**src/rtl/dbr_pkg.sv**
```systemverilog
package dbr_pkg;
   typedef enum logic [1:0] {
      SRC_FILE  = 2'd0,
      SRC_EXMEM = 2'd1,
      SRC_MEMWB = 2'd2
   } opnd_src_e;
endpackage

```
**src/rtl/dbr_fwd_pick.sv**
```systemverilog
module dbr_fwd_pick #(
   parameter int RW   = 5,
   parameter int XLEN = 32
) (
   input  logic [RW-1:0]   src_reg,
   input  logic [XLEN-1:0] file_val,
   input  logic [RW-1:0]   ex_rd,
   input  logic            ex_wr,
   input  logic            ex_ld,
   input  logic [XLEN-1:0] ex_val,
   input  logic [RW-1:0]   wb_rd,
   input  logic            wb_wr,
   input  logic [XLEN-1:0] wb_val,
   output logic [1:0]      sel,
   output logic [XLEN-1:0] val
);
   import dbr_pkg::*;
   logic ex_ok, wb_ok;
   opnd_src_e pick;

   // a load in EX/MEM has no data yet; the hazard unit holds decode instead
   assign ex_ok = ex_wr && !ex_ld && (ex_rd != '0) && (ex_rd == src_reg);
   assign wb_ok = wb_wr && (wb_rd != '0) && (wb_rd == src_reg);

   always_comb begin
      if (ex_ok) begin
         pick = SRC_EXMEM;
         val  = ex_val;
      end else if (wb_ok) begin
         pick = SRC_MEMWB;
         val  = wb_val;
      end else begin
         pick = SRC_FILE;
         val  = file_val;
      end
   end
   assign sel = pick;
endmodule

```
**src/rtl/dbr_hazard.sv**
```systemverilog
module dbr_hazard #(
   parameter int RW = 5
) (
   input  logic          en,
   input  logic [RW-1:0] src_reg,
   input  logic [RW-1:0] idex_rd,
   input  logic          idex_wr,
   input  logic [RW-1:0] ex_rd,
   input  logic          ex_wr,
   input  logic          ex_ld,
   output logic          hold
);
   logic near_hit, load_hit;
   // producer still in execute: its value appears in EX/MEM next cycle
   assign near_hit = idex_wr && (idex_rd == src_reg);
   // load in memory stage: data only exists once it reaches MEM/WB
   assign load_hit = ex_wr && ex_ld && (ex_rd == src_reg);
   assign hold     = en && (src_reg != '0) && (near_hit || load_hit);
endmodule

```
**src/rtl/dbr_resolve.sv**
```systemverilog
module dbr_resolve #(
   parameter int XLEN  = 32,
   parameter int OFF_W = 16
) (
   input  logic [XLEN-1:0]  br_pc,
   input  logic [OFF_W-1:0] br_off,
   input  logic [XLEN-1:0]  opnd_a,
   input  logic [XLEN-1:0]  opnd_b,
   output logic             same,
   output logic [XLEN-1:0]  target
);
   localparam int EXT_W = XLEN - OFF_W;
   logic [XLEN-1:0] off_ext;

   assign off_ext = {{EXT_W{br_off[OFF_W-1]}}, br_off};
   assign target  = br_pc + XLEN'(4) + (off_ext << 2);
   assign same    = (opnd_a == opnd_b);
endmodule

```
**src/rtl/dec_branch_ctl.sv**
```systemverilog
module dec_branch_ctl #(
   parameter int              RW       = 5,
   parameter int              XLEN     = 32,
   parameter int              OFF_W    = 16,
   parameter logic [XLEN-1:0] RESET_PC = '0
) (
   input  logic             clk,
   input  logic             rst_n,
   input  logic             id_is_branch,
   input  logic [XLEN-1:0]  id_pc,
   input  logic [OFF_W-1:0] id_offset,
   input  logic [RW-1:0]    id_rs,
   input  logic [RW-1:0]    id_rt,
   input  logic [XLEN-1:0]  rf_rs_val,
   input  logic [XLEN-1:0]  rf_rt_val,
   input  logic [RW-1:0]    idex_rd,
   input  logic             idex_regwrite,
   input  logic             idex_memread,
   input  logic [RW-1:0]    exmem_rd,
   input  logic             exmem_regwrite,
   input  logic             exmem_memread,
   input  logic [XLEN-1:0]  exmem_result,
   input  logic [RW-1:0]    memwb_rd,
   input  logic             memwb_regwrite,
   input  logic [XLEN-1:0]  memwb_wdata,
   output logic [XLEN-1:0]  fetch_pc,
   output logic [XLEN-1:0]  next_pc,
   output logic             if_flush,
   output logic             stall,
   output logic [1:0]       fwd_a,
   output logic [1:0]       fwd_b
);
   localparam int NOPS = 2;

   if (RW < 1) begin : g_bad_rw
      $error("RW must be at least 1");
   end
   if (XLEN < OFF_W + 2) begin : g_bad_xlen
      $error("XLEN must exceed OFF_W by at least 2");
   end
   if (OFF_W < 2) begin : g_bad_off
      $error("OFF_W must be at least 2");
   end

   logic [RW-1:0]   op_reg  [NOPS];
   logic [XLEN-1:0] op_file [NOPS];
   logic [XLEN-1:0] op_val  [NOPS];
   logic [1:0]      op_sel  [NOPS];
   logic [NOPS-1:0] op_hold;
   logic            equal, taken;
   logic [XLEN-1:0] br_target;
   logic            idex_ld_unused;

   assign op_reg[0]  = id_rs;
   assign op_reg[1]  = id_rt;
   assign op_file[0] = rf_rs_val;
   assign op_file[1] = rf_rt_val;
   // any ID/EX writer already stalls, load or not
   assign idex_ld_unused = idex_memread;

   for (genvar i = 0; i < NOPS; i++) begin : g_opnd
      dbr_fwd_pick #(.RW(RW), .XLEN(XLEN)) u_pick (
         .src_reg (op_reg[i]),
         .file_val(op_file[i]),
         .ex_rd   (exmem_rd),
         .ex_wr   (exmem_regwrite),
         .ex_ld   (exmem_memread),
         .ex_val  (exmem_result),
         .wb_rd   (memwb_rd),
         .wb_wr   (memwb_regwrite),
         .wb_val  (memwb_wdata),
         .sel     (op_sel[i]),
         .val     (op_val[i])
      );
      dbr_hazard #(.RW(RW)) u_haz (
         .en     (id_is_branch),
         .src_reg(op_reg[i]),
         .idex_rd(idex_rd),
         .idex_wr(idex_regwrite),
         .ex_rd  (exmem_rd),
         .ex_wr  (exmem_regwrite),
         .ex_ld  (exmem_memread),
         .hold   (op_hold[i])
      );
   end

   dbr_resolve #(.XLEN(XLEN), .OFF_W(OFF_W)) u_res (
      .br_pc (id_pc),
      .br_off(id_offset),
      .opnd_a(op_val[0]),
      .opnd_b(op_val[1]),
      .same  (equal),
      .target(br_target)
   );

   assign stall    = |op_hold;
   assign taken    = id_is_branch && !stall && equal;
   assign if_flush = taken;
   assign fwd_a    = op_sel[0];
   assign fwd_b    = op_sel[1];

   always_comb begin
      if (stall)      next_pc = fetch_pc;
      else if (taken) next_pc = br_target;
      else            next_pc = fetch_pc + XLEN'(4);
   end

   always_ff @(posedge clk) begin
      if (!rst_n) fetch_pc <= RESET_PC;
      else        fetch_pc <= next_pc;
   end
endmodule

```
**config.mk**
```make
export PLATFORM = sky130hd
export DESIGN_NAME = dec_branch_ctl
export DESIGN_NICKNAME = d
export VERILOG_FILES = /design/src/rtl/dbr_pkg.sv /design/src/rtl/dbr_fwd_pick.sv /design/src/rtl/dbr_hazard.sv /design/src/rtl/dbr_resolve.sv /design/src/rtl/dec_branch_ctl.sv
export SDC_FILE = /design/constraint.sdc
export NUM_CORES = 1
export LEC_CHECK = 0
export BUFFER_PORTS_ARGS = -buffer_cell sky130_fd_sc_hd__buf_4
export CAP_MARGIN = 5
export CELL_PAD_IN_SITES_DETAIL_PLACEMENT = 2
export CELL_PAD_IN_SITES_GLOBAL_PLACEMENT = 2
export CORE_UTILIZATION = 24
export CTS_CLUSTER_DIAMETER = 50
export CTS_CLUSTER_SIZE = 28
export DETAILED_ROUTE_END_ITERATION = 7
export PLACE_DENSITY_LB_ADDON = 0.25
export SYNTH_ARGS = -nofsm -noshare
export SYNTH_HDL_FRONTEND = slang
export SYNTH_SLANG_ARGS = --single-unit
```
**constraint.sdc**
```tcl
create_clock -name clk -period 6.2 [get_ports clk]
set_input_delay 1.55 -clock clk [delete_from_list [all_inputs] [get_ports clk]]
set_output_delay 1.55 -clock clk [all_outputs]
set_load 0.01 [all_outputs]
```
Word level (Yosys, flattened, before mapping). Index checks and enable logic that the tools add are counted. Widths: inputs -> output; s select.

Register bits: 32. Bits in latches: 0. RAM bits: 0. Memory bits (read-only): 0. Input port bits: 209. Output and inout port bits: 70. Memories: 0.

Add/sub/neg operators: 3. Multipliers: 0. Div/mod/pow operators: 0. Magnitude comparators: 0. Equal/unequal tests: 7. Shifts and indexed selects: 0. Mux-type cells: 10. Bitwise operators: 0. Reductions and logical operators: 27.

Operator list (count): $mux 32 (6); $add 32x3->32 const B (2); $add 32x32->32 (1); $eq 32x32->1 (1); $eq 5x5->1 (6); $reduce_bool 5->1 (4); $logic_and 1x1->1 (18); $mux 2 (4); $logic_not 1->1 (2); $logic_or 1x1->1 (2); $reduce_or 2->1 (1).

Depth between registers and ports, before layout.
Word-level depth: 10. Gate-level depth with buffers: 18.

Cells and area by module. Synthesis repeated with hierarchy kept, for this count alone.

Cells, all modules: 859. Area, all modules: 6391.1 um^2.

By module, submodules not included: dbr_resolve (times used 1, cells each 281, area an instance 2228.4 um^2, seq. area each 0.0 um^2); dec_branch_ctl (times used 1, cells each 288, area an instance 2178.3 um^2, seq. area each 640.6 um^2); dbr_fwd_pick (times used 2, cells each 128, area an instance 850.8 um^2, seq. area each 0.0 um^2); dbr_hazard (times used 2, cells each 17, area an instance 141.4 um^2, seq. area each 0.0 um^2).

Worst setup path after synthesis. Ideal clock, no wire load.

Kind: input to output. Start point: input port memwb_rd[0]. End point: output port next_pc[23]. Arrival: 4781 ps. Slack: -131 ps. Stages: 14. Cell sequence: or4_4 > o211a_1 > buf_4 > nand2_8 > mux2i_1 > xnor2_1 > a21oi_1 > a211o_1 > or4_1 > a211o_1 > inv_2 > buf_6 > mux2_2 > a21oi_1.

Cells in the longest elaborated chain, start to end: 9. Elaborated cells between the ends (all ways): 14. Classes of those cells: 3 x eq/ne; 6 x mux; 5 x reduce/logical.

RTL lines: start, declared (RTL line dec_branch_ctl.sv:23) `input logic [RW-1:0] memwb_rd,`; $reduce_bool 5->1 (RTL line dbr_fwd_pick.sv:23) `assign wb_ok = wb_wr && (wb_rd != '0) && (wb_rd == src_reg);`; $logic_and 1x1->1 (2 in a row) (RTL line dbr_fwd_pick.sv:23); $mux 32 (RTL line dbr_fwd_pick.sv:29) `end else if (wb_ok) begin`; $mux 32 (RTL line dbr_fwd_pick.sv:26) `if (ex_ok) begin`; $eq 32x32->1 (*) (RTL line dbr_resolve.sv:17) `assign same = (opnd_a == opnd_b);`; $logic_and 1x1->1 (*) (RTL line dec_branch_ctl.sv:97) `assign taken = id_is_branch && !stall && equal;`; $mux 32 (*) (RTL line dec_branch_ctl.sv:104) `else if (taken) next_pc = br_target;`; $mux 32 (*) (RTL line dec_branch_ctl.sv:103) `if (stall) next_pc = fetch_pc;`; end, declared (RTL line dec_branch_ctl.sv:27) `output logic [XLEN-1:0] next_pc,`.

Every way passes the cells marked *; elsewhere a longest branch is shown, timed or not.

Worst setup path in the final report.
Start point: input port memwb_rd[0]. End point: output port next_pc[25].

The elaborated chain is that of the path after synthesis.

==> results.md <==
* Status: finished with violations
* Violated checks: negative setup slack
* Number of standard cells after synthesis at around 950
* First-pass GRT wire length at approximately 60 mm
* Minimum clock period after layout at around 6.9 ns
* DRC viols at 0
* Post-Synthesis Cell Area at between 6000 and 7000 sq um
* Proportion of power drawn by combinational gates at between 50% and 60%
* Multiplexer share of the synthesized area at under 10%
* Clock latency of the later-clocked register in the worst-skew pair at roughly 0.29 ns
* Cell row count at ~60
* Simple logic cell fraction of the synthesized area at between 20% and 30%
* Number of synthesized register bits at 32
* Top cell type's share of synthesized area at about a tenth
* Share of cells above drive strength 1 at ~45%
* Worst max-slew margin expressed relative to the limit at around 31%
* Achievable Freq at about 0.15 GHz
* Maximum fanout along the worst path at 8
* CP startpoint kind: input port
* Total wire length at between 30 and 40 mm
* Most heavily used metal layer in global routing: met2
* Number of antenna violations at the first check in global routing at 1
* Die Y at between 150 and 200 microns
* CTS Buffer Depth at 2
* Count of final hold-check violations at 0
* Parity-gate share of the synthesized area counting xor and xnor cells at between 10% and 20%
* I/O Buffers at 277
* Post-synthesis net count at about 1200
* Die footprint at just under 30000 sq um
* Max reg flops at 32
* R2R Path Start: fetch_pc[2]
* Internal power consumption at 795 uW
* Slew of the pin with the lowest slew margin at 1.03 ns
* Leakage component of the power at ~0.0054 uW
* Clk pin slew, worst setup/hold paths at ~0.060 ns
* Startpoint of the most critical hold path: fetch_pc[5]
* DR WL/cell at roughly 22 microns
* Area Growth Syn to Fin at 73.7%
* Share of the clock period used by the worst path at 111%
* CP required at between 4 and 5 ns
* Distinct cells, synth at 73
* Global placer's final weighted congestion at around 0.9
* Largest cells by area after synthesis: sky130_fd_sc_hd__ha_1 10%, sky130_fd_sc_hd__dfxtp_1 9.3%, sky130_fd_sc_hd__mux2i_1 7.1%, sky130_fd_sc_hd__nand3_1 5.9%, sky130_fd_sc_hd__xnor2_1 5.7%
* Total net switching power at 499 uW
* Vias at between 9000 and 10000
* RSZ-0062 raised after global routing: true
* Via count of the first global-routing pass at 10500
* Cell area power density at around 110 nW/um^2
* Detailed placement HPWL at between 30 and 40 mm
* Compound-Gate Fraction of Synth Area at 32.7%
* Syn_area_per_cell at 7.32 sq um
* Cts bufs inserted at 5
* Largest registers: fetch_pc (32)
* Remaining number of nets flagged by the antenna check after routing at 0
* Clock skew at approximately 0.013 ns
* Number of enable flip-flop cells after synthesis at 0
* Setup slack after layout at -0.659 ns
* TritonCTS clock tree: yes
* Total routing resource utilization after global routing at approximately a quarter
* H-tree depth at 2
* Ys Warns at 0
* Die width at between 150 and 200 microns
* Fraction of power spent switching nets at 38.6%
* Crit path launch: memwb_rd[0]
* Register with the most flip-flops: fetch_pc
* Top flip-flop cell by instance count after synthesis: sky130_fd_sc_hd__dfxtp_1
* Final Setup Violations at 33
* Largest net degree at the start of global routing at 29
* Hold Worst Slack at approximately 0.56 ns
* Num Clock Sinks at 32
* Clk network pwr share at about a quarter
* Cell type with the largest total area after synthesis: sky130_fd_sc_hd__ha_1
* Fraction of the mapped netlist area in adder cells at between 10% and 20%
* IO Count at 279
* WP data arrival at ~5.3 ns
* Proportion of synthesized flip-flops having asynchronous set or reset at 0%
* Met2 track utilization from global routing at 47.1%
* Crit Path Category: input port to output pin
* Via density per instance at around 5.5
* Count of final max-slew check failures at 0
* Number of DRC markers in iteration 0 at between 400 and 500
* Met1 track demand over resource at 29.3%
* Worst min-delay path class: register to register
* Peak supply drop at around 0.09 mV
* Area of the core region at around 28000 sq um
* Initial core utilization at around a quarter
* Share of the yosys chip area belonging to registers at 9.25%
* Global-route track usage on met3 at under 10%
* Part of the power in registers at ~16%
* Dominant combinational cell family by area after synthesis: compound AO/OA/AOI/OAI gates
* Remaining global-route overflow at 0
* Max Cap Viol at 0
* Clock root buffer: sky130_fd_sc_hd__clkbuf_16
* Setup TNS Final at -18.89 ns
* Final net count at 1636
* Number of optimization iterations in the first detailed-route pass at 5
* Kind of end point of the critical path: output pin
==> synthesized netlist by cell type, types with 32 or more instances <==
| cell type | n |
|---|---|
| sky130_fd_sc_hd__inv_1 | 34 |
| sky130_fd_sc_hd__xnor2_1 | 45 |
| sky130_fd_sc_hd__nand3_1 | 81 |
| sky130_fd_sc_hd__mux2i_1 | 49 |
| sky130_fd_sc_hd__o21ai_0 | 56 |
| sky130_fd_sc_hd__clkbuf_1 | 32 |
| sky130_fd_sc_hd__xor2_1 | 35 |
| sky130_fd_sc_hd__nand2_1 | 49 |
| sky130_fd_sc_hd__nor2_1 | 44 |
| sky130_fd_sc_hd__a21oi_1 | 77 |
| sky130_fd_sc_hd__ha_1 | 58 |
| sky130_fd_sc_hd__dfxtp_1 | 32 |
==> stage by stage <==
stage / instances / total power [uW] / util (%) / cell area [sq um] / worst slack, ns
2_1_floorplan: 946 / 552 / - / 6970 / -0.0283
3_3_place_gp: 1717 / 868 / 38.4 / 10800 / -0.727
3_5_place_dp: 1717 / 890 / 38.4 / 10800 / -0.856
4_1_cts: 1738 / 1270 / 41.5 / 11700 / -0.619
5_1_grt: 1747 / 1360 / 42.8 / 12000 / -0.811
6_report: 1749 / 1290 / 42.8 / 12000 / -0.659
==> critical path, stage by stage <==
cell	delay, ns
sky130_fd_sc_hd__buf_6	0.10
sky130_fd_sc_hd__or4_4	0.58
sky130_fd_sc_hd__o211ai_4	0.21
sky130_fd_sc_hd__buf_12	0.16
sky130_fd_sc_hd__buf_12	0.13
sky130_fd_sc_hd__o21ai_1	0.08
sky130_fd_sc_hd__and4_1	0.21
sky130_fd_sc_hd__or4_4	0.51
sky130_fd_sc_hd__o32a_1	0.20
sky130_fd_sc_hd__nor4bb_2	0.18
sky130_fd_sc_hd__nand4_1	0.14
sky130_fd_sc_hd__a211o_1	0.23
sky130_fd_sc_hd__inv_4	0.09
sky130_fd_sc_hd__buf_12	0.15
sky130_fd_sc_hd__buf_12	0.14
sky130_fd_sc_hd__buf_8	0.12
sky130_fd_sc_hd__a311oi_4	0.30
sky130_fd_sc_hd__a21oi_2	0.07
sky130_fd_sc_hd__buf_4	0.15
==> per-layer routing <==
metal  vias up  share of wire [%]  wire length [microns]
met5         -              0.028                     11
met4         2                2.6                   1030
met3        61                4.5                   1780
met2       231                 52                  20300
met1      4744                 41                  16200
li1       4517                  -                      -
==> area by class of cell <==
cell class	count	area, sq um
fillers	3237	16100
multi-input cells	818	6670
repair buffers	474	3920
flip-flops and latches	32	641
well taps	378	473
clock buffers	7	153
inverters	37	141
clock inverters	1	30.0
diodes	2	5.00
==> cells by family (layout without fill, tap and decap cells) <==
group                      after synthesis  in the layout
AOI/OAI and AO/OA                      328            328
xor gates and xnor gates                80             80
adders and majority gates               59             59
buffers and inverters                   96            519
DFF                                     32             32
muxes                                   56             56
other                                    0              2
and+or+nand+nor                        295            295
==> worst paths after layout <==
path / to / cells past startpoint / slack, ns
worst min register to register: fetch_pc[5] / 2 / 0.56
worst max-delay path: next_pc[25] / 19 / -0.66
worst max register to register: fetch_pc[31] / 12 / 3.05
worst min-delay path: fetch_pc[5] / 2 / 0.56
==> cell usage in the layout, fill, tap and decap left out, types with 12 or more instances in the layout <==
cell type,Yosys,final
sky130_fd_sc_hd__mux2i_1,49,22
sky130_fd_sc_hd__and3_1,15,15
sky130_fd_sc_hd__a211oi_1,31,29
sky130_fd_sc_hd__and4_1,18,18
sky130_fd_sc_hd__mux2i_4,0,16
sky130_fd_sc_hd__a21oi_2,0,19
sky130_fd_sc_hd__buf_4,6,433
sky130_fd_sc_hd__a221oi_1,26,26
sky130_fd_sc_hd__nand2_1,49,49
sky130_fd_sc_hd__a21oi_1,77,57
sky130_fd_sc_hd__nor2_1,44,43
sky130_fd_sc_hd__o21ai_0,56,31
sky130_fd_sc_hd__buf_6,4,15
sky130_fd_sc_hd__nand4_1,20,20
sky130_fd_sc_hd__dfxtp_1,32,32
sky130_fd_sc_hd__mux2i_2,1,12
sky130_fd_sc_hd__ha_1,58,58
sky130_fd_sc_hd__nand3_1,81,77
sky130_fd_sc_hd__xor2_1,35,35
sky130_fd_sc_hd__nor3_1,20,15
sky130_fd_sc_hd__inv_1,34,34
sky130_fd_sc_hd__buf_12,0,20
sky130_fd_sc_hd__o21ai_1,7,17
sky130_fd_sc_hd__and2_1,22,21
sky130_fd_sc_hd__xnor2_1,45,40
==> repair_timing <==
action / 4_1_cts / 5_1_grt
setup buffers: 14 / 8
resized for setup: 137 / 57
pin swaps: 36 / 35
endpoints found under the setup margin: 33 / 33
hold buffers: 0 / 0
cloned: 0 / 1
==> power groups by stage <==
| stage | sequential (uW) | clock [uW] | combinational, uW |
|---|---|---|---|
| finish | 210 | 323 | 761 |
| global route | 210 | 334 | 821 |
| CTS | 210 | 327 | 730 |
| detailed placement | 215 | 0 | 675 |
| global placement | 215 | 0 | 654 |
| floorplan | 215 | 0 | 337 |
No activity file was read; power rests on OpenSTA's default activity.
